==> src/rtl/irq_pkg.sv <==
package irq_pkg;
  typedef enum logic {
    CFG_BASE = 1'b0,
    CFG_MASK = 1'b1
  } cfg_sel_e;
endpackage

==> src/rtl/irq_req_latch.sv <==
module irq_req_latch #(
  parameter int NLINES = 8
) (
  input  logic              clk,
  input  logic              rst_n,
  input  logic [NLINES-1:0] req_i,
  input  logic [NLINES-1:0] clr_i,
  output logic [NLINES-1:0] pend_o
);
  logic [NLINES-1:0] req_q;
  logic [NLINES-1:0] rise;

  assign rise = req_i & ~req_q;

  always_ff @(posedge clk) begin
    if (!rst_n) begin
      req_q  <= '0;
      pend_o <= '0;
    end else begin
      req_q  <= req_i;
      // a fresh edge wins over a same-cycle clear
      pend_o <= (pend_o & ~clr_i) | rise;
    end
  end
endmodule

==> src/rtl/irq_prio_resolve.sv <==
module irq_prio_resolve #(
  parameter int NLINES = 8,
  localparam int IDX_W = $clog2(NLINES)
) (
  input  logic [NLINES-1:0] vec_i,
  output logic              any_o,
  output logic [IDX_W-1:0]  idx_o
);
  always_comb begin
    idx_o = '0;
    for (int i = NLINES - 1; i >= 0; i--) begin
      if (vec_i[i]) idx_o = IDX_W'(i);
    end
  end
  assign any_o = |vec_i;
endmodule

==> src/rtl/irq_inservice.sv <==
module irq_inservice #(
  parameter int NLINES = 8,
  localparam int IDX_W = $clog2(NLINES)
) (
  input  logic              clk,
  input  logic              rst_n,
  input  logic [NLINES-1:0] set_i,
  input  logic              eoi_i,
  output logic [NLINES-1:0] isr_o,
  output logic              busy_o,
  output logic [IDX_W-1:0]  top_o
);
  logic [NLINES-1:0] retire;

  irq_prio_resolve #(.NLINES(NLINES)) u_top (
    .vec_i (isr_o),
    .any_o (busy_o),
    .idx_o (top_o)
  );

  assign retire = (eoi_i && busy_o) ? (NLINES'(1) << top_o) : '0;

  always_ff @(posedge clk) begin
    if (!rst_n) isr_o <= '0;
    else        isr_o <= (isr_o & ~retire) | set_i;
  end
endmodule

==> src/rtl/irq_vec_ctrl.sv <==
module irq_vec_ctrl #(
  parameter int NLINES    = 8,
  parameter int BASE_W    = 5,
  parameter bit CASC_EN   = 1'b1,
  parameter int CASC_LINE = 2,
  localparam int IDX_W = $clog2(NLINES),
  localparam int VEC_W = BASE_W + IDX_W
) (
  input  logic              clk,
  input  logic              rst_n,
  input  logic [NLINES-1:0] irq_i,
  input  logic              cfg_we_i,
  input  logic              cfg_addr_i,
  input  logic [NLINES-1:0] cfg_data_i,
  input  logic              inta_i,
  input  logic              eoi_i,
  output logic              int_o,
  output logic [VEC_W-1:0]  vec_o,
  output logic              vec_valid_o,
  output logic              casc_o
);
  import irq_pkg::*;

  logic [BASE_W-1:0] base_q;
  logic [NLINES-1:0] mask_q;
  logic [NLINES-1:0] pend;
  logic [NLINES-1:0] cand;
  logic              cand_any;
  logic [IDX_W-1:0]  cand_idx;
  logic [NLINES-1:0] isr_q;
  logic              isr_busy;
  logic [IDX_W-1:0]  isr_top;
  logic              ack_go;
  logic [NLINES-1:0] ack_set;
  logic              ack_casc;

  always_ff @(posedge clk) begin
    if (!rst_n) begin
      base_q <= '0;
      mask_q <= '0;
    end else if (cfg_we_i) begin
      if (cfg_sel_e'(cfg_addr_i) == CFG_BASE) base_q <= cfg_data_i[BASE_W-1:0];
      else                                    mask_q <= cfg_data_i;
    end
  end

  irq_req_latch #(.NLINES(NLINES)) u_req (
    .clk    (clk),
    .rst_n  (rst_n),
    .req_i  (irq_i),
    .clr_i  (ack_set),
    .pend_o (pend)
  );

  assign cand = pend & ~mask_q;

  irq_prio_resolve #(.NLINES(NLINES)) u_win (
    .vec_i (cand),
    .any_o (cand_any),
    .idx_o (cand_idx)
  );

  irq_inservice #(.NLINES(NLINES)) u_isr (
    .clk    (clk),
    .rst_n  (rst_n),
    .set_i  (ack_set),
    .eoi_i  (eoi_i),
    .isr_o  (isr_q),
    .busy_o (isr_busy),
    .top_o  (isr_top)
  );

  assign int_o    = cand_any && (!isr_busy || (cand_idx < isr_top));
  assign ack_go   = inta_i && int_o;
  assign ack_set  = ack_go ? (NLINES'(1) << cand_idx) : '0;
  assign ack_casc = CASC_EN && (cand_idx == IDX_W'(CASC_LINE));

  always_ff @(posedge clk) begin
    if (!rst_n) begin
      vec_o       <= '0;
      vec_valid_o <= 1'b0;
      casc_o      <= 1'b0;
    end else begin
      vec_valid_o <= ack_go && !ack_casc;
      casc_o      <= ack_go && ack_casc;
      if (ack_go && !ack_casc) vec_o <= {base_q, cand_idx};
    end
  end
endmodule

==> config.mk <==
export PLATFORM = sky130hd
export DESIGN_NAME = irq_vec_ctrl
export DESIGN_NICKNAME = d
export VERILOG_FILES = /design/src/rtl/irq_pkg.sv /design/src/rtl/irq_req_latch.sv /design/src/rtl/irq_prio_resolve.sv /design/src/rtl/irq_inservice.sv /design/src/rtl/irq_vec_ctrl.sv
export SDC_FILE = /design/constraint.sdc
export NUM_CORES = 1
export LEC_CHECK = 0
export ABC_AREA = 0
export BUFFER_PORTS_ARGS = -buffer_cell sky130_fd_sc_hd__buf_2
export CAP_MARGIN = 25
export CORE_MARGIN = 1
export CORE_UTILIZATION = 40
export CTS_BUF_LIST = sky130_fd_sc_hd__clkbuf_8
export DETAILED_ROUTE_END_ITERATION = 10
export GPL_TIMING_DRIVEN = 1
export SETUP_SLACK_MARGIN = 0.1
export SYNTH_ARGS = -nofsm -noshare
export SYNTH_HDL_FRONTEND = slang
export SYNTH_SLANG_ARGS = --single-unit
==> constraint.sdc <==
create_clock -name clk -period 2.3 [get_ports clk]
set_input_delay 0.46 -clock clk [delete_from_list [all_inputs] [get_ports clk]]
set_output_delay 0.46 -clock clk [all_outputs]
set_load 0.005 [all_outputs]
==> impl_summary.md <==
Status
The flow ran to the end, but the final reports show violations. The checks that failed: setup timing.

Critical path
The cell that appears most often on the critical path is a21oi_2. The maximum cell stage delay along the critical path is 0.33 ns. Along the worst path, the maximum fanout reaches 3. The critical path arrival is 2.13 ns.

The slowest stage of the critical path belongs to the cell dfxtp_2. The path type of the worst setup path is reg -> out. STA classifies the critical path startpoint as a flip-flop. At the worst endpoint, the required time is 1.84 ns. The number of buffer and inverter stages on the critical path is 1. In this design, the largest share of critical-path delay is due to simple AND/OR/NAND/NOR gates. The critical path startpoint is u_req.pend_o[7].

In this run the critical register-to-register path is launched from u_req.pend_o[7]. Traced cell by cell, the critical path runs through nor2b_4 > nor4_4 > nor3_2 > ha_1 > a21o_1 > a21oi_2 > a21oi_2 > nor2b_1 > buf_2. The worst setup path is captured at a primary output.

STA
The worst slew slack as a fraction of its limit is 58.6%. Setup repair after global routing could not meet its margin everywhere. The final number of hold-violating endpoints came to 0. The final-report setup violation count is 11. The routed design could run at a clock period as short as 2.59 ns. The aggregate negative setup slack is -0.783 ns. The share of the clock period used by the worst path after layout is 113%. Setup slack on the critical path of the routed design comes to -0.290 ns.

The transition time at the pin with the least slew margin is 0.621 ns. The count of pins over their slew limit came to 0. The clock arrives with 0.00641 ns of skew.

Timing would allow up to 386 MHz.

Clock network
The root buffer selected by CTS is clkbuf_8. The clock tree buffer depth is 2. The post-CTS clock slew at the launch and capture registers of the worst setup and hold paths is 0.08 ns. TritonCTS built the clock tree. In this run the number of H-tree levels came out at 2. The later pin in the worst-skew pair is clocked with a latency of 0.30 ns. The tree built by TritonCTS fans out to 47 sinks. The total CTS buffers is 5.

Placed design
The instance area at placement is 2470 sq um. Routability-driven placement finished with a final weighted congestion of 0.939. During placement, the flow inserted port buffers numbering 32. The post-placement setup slack is -0.110 ns. The cell count after placement is 351. The HPWL after detailed placement is 3.57 mm.

GRT
The largest net degree at the start of global routing is 27. The aggregate global routing overflow is 0. The total track usage is 19.7%. The number of antenna violations at the first check in global routing is 0. The global-route wire length before repair is 8.20 mm. The number of global-route vias before repair is 1776.

Logic synthesis
After synthesis, the largest area contributor takes up 45.0% of total cell area. After synthesis, the share of flip-flops with an asynchronous set or reset is 0%. In this run the cell area of the synthesized design comes to 2090 sq um. Ranked by instance count, the synthesized netlist is headed by dfxtp_1 (47), nand2_1 (34), a21oi_1 (21).

The number of nets handed over by synthesis was 264. After synthesis, the cell types taking the most area are dfxtp_1 (45%), nand2_1 (6.1%), a21oi_1 (5.0%). Each instance of the synthesized netlist takes up on average 8.71 sq um. Yosys printed 0 warnings. Sequential elements use 45.0% of the synthesized area. Yosys mapped a number of flops with a built-in enable equal to 0. dfxtp_1 is the most common cell in the netlist. Counting distinct cell types in the post-synthesis netlist gives 42.

Counting flops and latches in the post-synthesis netlist gives 47. The synthesized design spends more area on one cell type than any other, namely dfxtp_1. The most common flop cell mapped by yosys is dfxtp_1. After technology mapping, the gate count stands at 240.

Die
From left edge to right edge, the die measures 74.3 um. The effective utilization at floorplan is 42.8%. The height of the die is 74.3 um. The standard cell core area is 4880 sq um.

In this run the core area contains 25 standard-cell rows. The area of the die is 5520 sq um. Pin placement for this block handled 33 I/O pins.

Cells and area
The post-route non-filler standard cell count is 366. Once layout is done, the placed cells without fillers occupy 2780 sq um. The filler cells instantiated in the layout total 473.

The number of diodes added for antenna fixing is 0. The proportion of layout cells with a drive suffix above 1 is 36.1%. The number of nets in the finished design is 323. The synthesis-to-finish area growth is 33.1%. For this run, the share of the core covered by cells in the final layout is 57.0%.

Flow run
Across the run, the number of max-cap violations was 0.

Routing
The mean routed wirelength per cell is 13.6 um. The total wirelength of the detailed-routed design is 4.96 mm. The first routing iteration left 111 violations. Dividing the detail-routed via count by the number of cells gives 4.96. In this run the remaining antenna-violating nets after routing total 0. Before antenna repair, the detailed router went through 4 iterations. In the routed design, unresolved DRC markers number 0. Across all layers, the routed design uses 1816 vias.

Pwr
The total power per unit cell area is 758 nW/um^2. The worst-case vdd ir drop is 0.413 mV. In this run the static leakage power is 1.17 nW.

Hold path
The tightest min-delay check is of the in -> reg type. The startpoint of the worst hold path is irq_i[6].
[cell usage in the layout (no fill, tap or decap), types with 3 or more instances in the layout]
| master | n |
|---|---|
| dfxtp_1 | 42 |
| nand2_1 | 33 |
| buf_2 | 32 |
| buf_4 | 24 |
| nand3_1 | 15 |
| a21oi_1 | 15 |
| nand2b_1 | 10 |
| and2_1 | 10 |
| mux2i_1 | 10 |
| nor2_1 | 9 |
| a21oi_2 | 9 |
| o21ai_0 | 9 |
| nor2b_1 | 8 |
| inv_1 | 6 |
| clkbuf_8 | 5 |
| dfxtp_2 | 5 |
| nor2b_4 | 4 |
| nor2_4 | 4 |
| buf_6 | 4 |
| o21ai_2 | 3 |
[routing by layer]
| metal | global-route usage, % | vias to the layer above | share of wire (%) |
|---|---|---|---|
| li1 | - | 943 | - |
| met1 | 26.2 | 823 | 49 |
| met2 | 32.8 | 42 | 45 |
| met3 | 3.66 | 8 | 4.4 |
| met4 | 5.66 | 0 | 1.5 |
| met5 | 0 | - | 0 |
[worst register-to-register path: stages, from the launching register on]
cell,delay (ns)
dfxtp_2,0.33
nor2b_4,0.14
nor4_4,0.32
nor3_2,0.07
ha_1,0.30
o21a_1,0.15
o21ai_4,0.18
buf_6,0.15
o21ai_2,0.08
or3_4,0.41
a31o_1,0.22
[worst paths after layout]
check | endpoint | slack, ns | cells after the start
worst max-delay path | int_o | -0.29 | 9
worst min-delay path | u_req.req_q[6] | 0.37 | 2
worst max register to register | u_req.pend_o[6] | -0.15 | 10
worst min register to register | u_req.pend_o[0] | 0.45 | 1
[flip-flops by register name (all words and copies together) (netlist names)]
register and flops:
u_req.pend_o 8, casc_o 1, vec_o 8, base_q 5, u_isr.isr_o 8, vec_valid_o 1
u_req.req_q 8, mask_q 8
[kinds of logic after synthesis]
group	share of synthesized area, %
mux	4.79
flops	45.0
buf+inv	3.35
compound gates	15.7
simple gates	30.0
fa+ha+maj	1.20
[stage by stage]
stage	power, mW	hold WS [ns]
after floorplan	1.21	0.408
after global placement	1.40	0.428
after detailed placement	1.41	0.437
after CTS	2.04	0.360
after global routing	2.21	0.371
final	2.11	0.369
[cell type report]
| cell class | count | area [sq um] | area share, % |
|---|---|---|---|
| tap | 67 | 83.8 | 3.01 |
| clock inverter | 2 | 33.8 | 1.21 |
| clock buffer | 5 | 68.8 | 2.47 |
| timing repair buffer | 61 | 405 | 14.6 |
| inverter | 5 | 18.8 | 0.674 |
| multi-input combinational | 179 | 1220 | 44.0 |
| sequential | 47 | 947 | 34.0 |
[power breakdown]
part           switching, mW  leakage, nW  internal, mW  total (mW)
clock network          0.268       0.0554         0.315       0.583
logic                  0.313        0.723         0.311       0.624
registers             0.0348        0.388         0.869       0.903
[what timing repair did]
| item | in CTS | in global routing |
|---|---|---|
| endpoints found under the setup margin | 21 | 25 |
| resized for setup | 12 | 26 |
| pin swaps | 8 | 17 |
| setup buffers | 4 | 5 |
| hold buffers | 0 | 0 |
No activity file was read; power rests on OpenSTA's default activity.
